===== config.mk =====
export PLATFORM = sky130hd
export DESIGN_NAME = sync_hunt
export DESIGN_NICKNAME = d
export VERILOG_FILES = /design/src/rtl/sync_hunt.sv
export SDC_FILE = /design/constraint.sdc
export NUM_CORES = 1
export LEC_CHECK = 0
export ABC_AREA = 1
export CAP_MARGIN = 20
export CELL_PAD_IN_SITES_DETAIL_PLACEMENT = 2
export CELL_PAD_IN_SITES_GLOBAL_PLACEMENT = 2
export CORE_MARGIN = 2
export CORE_UTILIZATION = 25
export DETAILED_ROUTE_END_ITERATION = 8
export PLACE_DENSITY_LB_ADDON = 0.1
export SLEW_MARGIN = 15
export SYNTH_ARGS = -nofsm -noshare
export SYNTH_HDL_FRONTEND = slang
export SYNTH_SLANG_ARGS = --single-unit

===== constraint.sdc =====
create_clock -name clk -period 2.5 [get_ports clk]
set_input_delay 0.625 -clock clk [delete_from_list [all_inputs] [get_ports clk]]
set_output_delay 0.625 -clock clk [all_outputs]
set_load 0.02 [all_outputs]

===== src/rtl/sync_hunt.sv =====
module sync_hunt #(
  parameter int W = 8
) (
  input  logic         clk,
  input  logic         rst_n,
  input  logic         bit_en,
  input  logic         rx_bit,
  input  logic [1:0]   char_len,
  input  logic         par_en,
  input  logic         two_sync,
  input  logic [W-1:0] sync_ch1,
  input  logic [W-1:0] sync_ch2,
  input  logic         ext_mode,
  input  logic         ext_sync_in,
  input  logic         hunt_cmd,
  input  logic         stat_rd,
  output logic         char_vld,
  output logic [W-1:0] char_data,
  output logic         in_hunt,
  output logic         locked,
  output logic         sync_flag
);
  localparam int FW   = W + 1;
  localparam int MINL = W - 3;
  localparam int CW   = $clog2(FW + 1);

  typedef enum logic [1:0] {IDLE, HUNT1, HUNT2, LOCK} st_t;

  st_t           st;
  logic [FW-1:0] sr;
  logic [CW-1:0] cnt;
  logic [1:0]    ext_h;

  logic [FW-1:0] sr_n, win;
  logic [CW-1:0] len, flen;
  logic [W-1:0]  mask, data_n;
  logic          m1, m2, ext_ok, last, set_flag;

  assign sr_n   = {rx_bit, sr[FW-1:1]};
  assign len    = CW'(MINL) + CW'(char_len);
  assign flen   = len + CW'(par_en);
  assign win    = sr_n >> (CW'(FW) - flen);
  assign mask   = W'((FW'(1) << len) - FW'(1));
  assign data_n = W'(win) & mask;
  assign m1     = data_n == (sync_ch1 & mask);
  assign m2     = data_n == (sync_ch2 & mask);
  assign ext_ok = ext_sync_in && ext_h[0] && !ext_h[1];
  assign last   = cnt == flen - CW'(1);

  assign in_hunt = (st == HUNT1) || (st == HUNT2);
  assign locked  = st == LOCK;

  always_comb begin
    set_flag = 1'b0;
    if (bit_en && !hunt_cmd) begin
      case (st)
        HUNT1:   set_flag = ext_mode ? ext_ok : (m1 && !two_sync);
        HUNT2:   set_flag = last && m2;
        LOCK:    set_flag = (last && m1) || (ext_mode && ext_ok);
        default: set_flag = 1'b0;
      endcase
    end
  end

  always_ff @(posedge clk or negedge rst_n) begin
    if (!rst_n) begin
      st        <= IDLE;
      sr        <= '1;
      cnt       <= '0;
      ext_h     <= '0;
      char_vld  <= 1'b0;
      char_data <= '0;
    end else begin
      char_vld <= 1'b0;
      if (bit_en) ext_h <= {ext_h[0], ext_sync_in};
      if (hunt_cmd) begin
        st  <= HUNT1;
        sr  <= '1;
        cnt <= '0;
      end else if (bit_en && st != IDLE) begin
        sr <= sr_n;
        case (st)
          HUNT1: begin
            cnt <= '0;
            if (ext_mode) begin
              if (ext_ok) st <= LOCK;
            end else if (m1) begin
              st <= two_sync ? HUNT2 : LOCK;
            end
          end
          HUNT2: begin
            if (last) begin
              cnt <= '0;
              st  <= m2 ? LOCK : HUNT1;
            end else begin
              cnt <= cnt + CW'(1);
            end
          end
          LOCK: begin
            if (last) begin
              cnt       <= '0;
              char_vld  <= 1'b1;
              char_data <= data_n;
            end else begin
              cnt <= cnt + CW'(1);
            end
          end
          default: st <= IDLE;
        endcase
      end
    end
  end

  always_ff @(posedge clk or negedge rst_n) begin
    if (!rst_n)        sync_flag <= 1'b0;
    else if (set_flag) sync_flag <= 1'b1;
    else if (stat_rd)  sync_flag <= 1'b0;
  end
endmodule



==> flow_summary_export.csv, run 1 <==
group,metric,value,unit
status,status,"finished, violations left",
status,violations,"negative setup slack",
clock_network,path_clk_slew,100,ps
pwr,power_frac_clock,12.0,%
finish,nets,474,
synth,ys_types,31,
global_route,grt_busiest_layer,"met2",
timing,clock_skew,10.49,ps
global_route,grt.overflow.total,0,
global_route,track_usage,18.06,%
setup_path,slowest_delay,440,ps
finish,utilization,39.90,%
clock_network,cts_max_level,1,
floorplan,die-area,9576,µm²
timing,finalHoldViolCount,0,
setup_path,cp.buffers_inverters,7,
setup_path,cp_slowest_cell,"fa_1",
global_route,grtUsageMet2,33.35,%
finish,layoutNonFillerInstCount,537,
drt,vias,2471,
pwr,p_int,1.163,mW
setup_path,path_max_fanout,5,
global_route,antenna_found_initial,0,
timing,tightest_slew,524.1,ps
global_route,gr-usage-met3,1.933,%
clock_network,clock_latency,280,ps
timing,min_period_over_period,116.4,%
floorplan,rows,34,
setup_path,worstSetupStartpointType,"primary input",
pwr,total_power,2.126,mW
global_route,gr-usage-met1,23.52,%
finish,antennaDiodeCount,0,
setup_path,worstPathCellList,"buf_8, clkinvlp_4, ha_4, inv_2, fa_1, buf_6, ha_4, xnor2_4, xor2_1, nor3_2, inv_2, nor3_4, clkinvlp_4, buf_6, o21ai_2",
finish,final_area,3446,µm²
drt,drt_iter0_drc,40,
synth,synth_top_area_share,20.45,%
placed_design,gp_congestion,0.7924,
placed_design,place_ws,-1307,ps
synth,synth_commonest_cells,"nand2_1, inv_1, nor2_1, nand3_1, o21ai_0",
pwr,power_frac_comb,59.0,%
clock_network,clockBufferDepth,2,
synth,synth_area,2202,µm²
setup_path,crit_family,"buffers and inverters",
floorplan,initial_core_util,25.50,%
timing,tns,-5084,ps
synth,async_reset_ff_share,100.0,%
synth,syn_avg_cell_area,6.515,µm²
pwr,ir_drop,0.0003403,V
synth,synth_edf_count,0,
synth,yosys_warnings,0,
synth,yosys.cell_count.top_type,"nand2_1",
finish,drive_gt1_share,31.70,%
flow_run,maxCapViolCount,0,
floorplan,die_width,97.86,µm
placed_design,place.port_buffers,39,
placed_design,dp_hpwl,6534,µm
clock_network,clkSinkCount,26,
timing,setup_ws,-411.2,ps
drt,viasPerCell,4.601,
drt,drtPass1Iterations,4,
floorplan,core_area,8636,µm²
timing,setup_viol,16,
synth,synth_seq_cells,26,
synth,synth_flop_cell,"dfrtp_1",
synth,synth-seq-area-share,30.00,%
timing,relSlewSlack,64.76,%
drt,drc,0,
floorplan,die_h,97.86,µm
setup_path,critPathCaptureType,"flop",
setup_path,critical_path_class,"in -> reg",
worst_hold_path,hold_class,"reg -> reg",
pwr,power_density,616.9,nW/µm²
setup_path,reg2reg_slack,440,ps
timing,max_freq,343.5,MHz
drt,ant_nets,0,
timing,rsz0062_at_grt,"true",
clock_network,cts_tree,"built",
clock_network,ctsHoldBuffers,0,
clock_network,cts_buffers,3,
clock_network,cts-root-buf,"clkbuf_8",
global_route,grt_pass1_vias,2778,
floorplan,ios,40,
setup_path,required,2710,ps
timing,final_max_slew_viol_count,0,
drt,routedWlPerCell,15.38,µm
pwr,power_frac_seq,29.0,%
synth,ys_top_cells_by_area,"dfrtp_1, nand2_1, dfstp_2",
finish,num-fill-cells,1042,
setup_path,arrival,3130,ps
timing,period_minus_slack,2911,ps
timing,holdWs,492.6,ps
placed_design,postPlaceCellArea,3042,µm²
global_route,grt_pass1_wl,14150,µm
placed_design,dp_cells,525,
synth,syn_inst,338,
finish,syn_to_final_growth,56.48,%
pwr,netSwitchingFraction,45.28,%
pwr,p_leak,1.685,nW
drt,drt-total-wl,8261,µm
global_route,grt_start_max_net_pins,27,
synth,synth_area_leader_cell,"dfrtp_1",
pwr,power.switching,0.9625,mW
## routing by layer
metal	wire length (µm)	share of wire, %
met4	30	0.36
met1	3687	45
met3	207	2.5
met2	4335	52
met5	0	0
## state kept, by name, summed over array words and instances, names as in the netlist
register	count
char_data	8
sr	8
cnt	4
ext_h	2
st	2
char_vld	1
sync_flag	1
## layout by cell type, fill, tap and decap left out, types with 2 or more instances in the layout
cell,netlist,final
buf_8,0,2
o21ai_0,19,14
conb_1,1,2
buf_4,1,43
dfrtp_1,18,18
xor2_1,7,7
inv_1,42,38
a21oi_1,4,4
nand2_2,0,17
o21ai_2,1,12
ha_4,0,2
clkinvlp_4,0,2
nor2_2,4,8
nand3_2,0,4
ha_1,15,13
nand3b_1,3,3
buf_6,1,7
nor2_4,0,10
clkdlybuf4s50_1,0,35
dfstp_2,8,8
nor2_1,39,25
clkbuf_8,0,3
nand3_1,35,31
nand2_1,101,83
nand4_1,7,7
o21ai_1,10,3
inv_2,7,8
inv_4,0,2
## kinds of logic (layout without fill, tap and decap cells)
kind of cell,count (synthesis),count (layout),share of synthesized area (%)
AOI/OAI and AO/OA,37,37,8.978
adders and majority gates,16,16,9.432
and+or+nand+nor,194,194,37.90
DFF,26,26,30.00
other,1,2,0.1703
buffers and inverters,55,145,9.943
xor gates and xnor gates,9,9,3.580
## power by group through the flow
stage / Sequential [mW] / Combinational [mW] / Clock, mW
after global routing: 0.631 / 1.41 / 0.285
after CTS: 0.615 / 1.18 / 0.268
final: 0.616 / 1.25 / 0.256
after detailed placement: 0.620 / 1.09 / 0
after global placement: 0.618 / 1.06 / 0
after floorplan: 0.603 / 0.625 / 0
## layout make-up
| cell class | count | area (µm²) | area share (%) |
|---|---|---|---|
| Timing Repair inverter | 1 | 7.507 | 0.2179 |
| Clock buffer | 4 | 45.04 | 1.307 |
| Inverter | 50 | 196.4 | 5.701 |
| Sequential cell | 26 | 660.6 | 19.17 |
| Multi-Input combinational cell | 258 | 1593 | 46.22 |
| Tap cell | 108 | 135.1 | 3.922 |
| Timing Repair Buffer | 90 | 808.3 | 23.46 |
## worst paths after layout
| check | from | to | cells after the start |
|---|---|---|---|
| hold / removal | sr[2] | sr[2] | 2 |
| setup reg to reg | sr[6] | st[0] | 15 |
| min in group asynchronous | rst_n | char_data[6] | 2 |
| max in group asynchronous | rst_n | sr[2] | 2 |
| hold reg to reg | sr[2] | sr[2] | 2 |
| setup / recovery | char_len[0] | char_data[5] | 15 |
## timing repair
item                                   in CTS  in global routing
pin swaps                                  10                 20
endpoints found under the hold margin       0                  0
setup endpoints to repair                  16                 16
gates cloned                                1                  0
gates resized for setup                    48                 48
buffers inserted                            5                  3
## worst min-delay path, delay by kind of cell, from the launching register on
family | cells | cell delay [ps]
AO/OA/AOI/OAI | 1 | 70
AND/OR/NAND/NOR | 1 | 50
flip-flops | 1 | 380
Note: power is estimated with default switching activity, not from simulation.
==> run 2, diff against run 1 <==
--- a/config.mk
+++ b/config.mk
@@ -11,6 +11,7 @@
 export CELL_PAD_IN_SITES_GLOBAL_PLACEMENT = 2
 export CORE_MARGIN = 2
 export CORE_UTILIZATION = 25
+export CTS_CLUSTER_SIZE = 40
 export DETAILED_ROUTE_END_ITERATION = 8
 export PLACE_DENSITY_LB_ADDON = 0.1
 export SLEW_MARGIN = 15
==> results of run 2 <==
No change in the layout: final DEF, timing and power equal those of run 1.
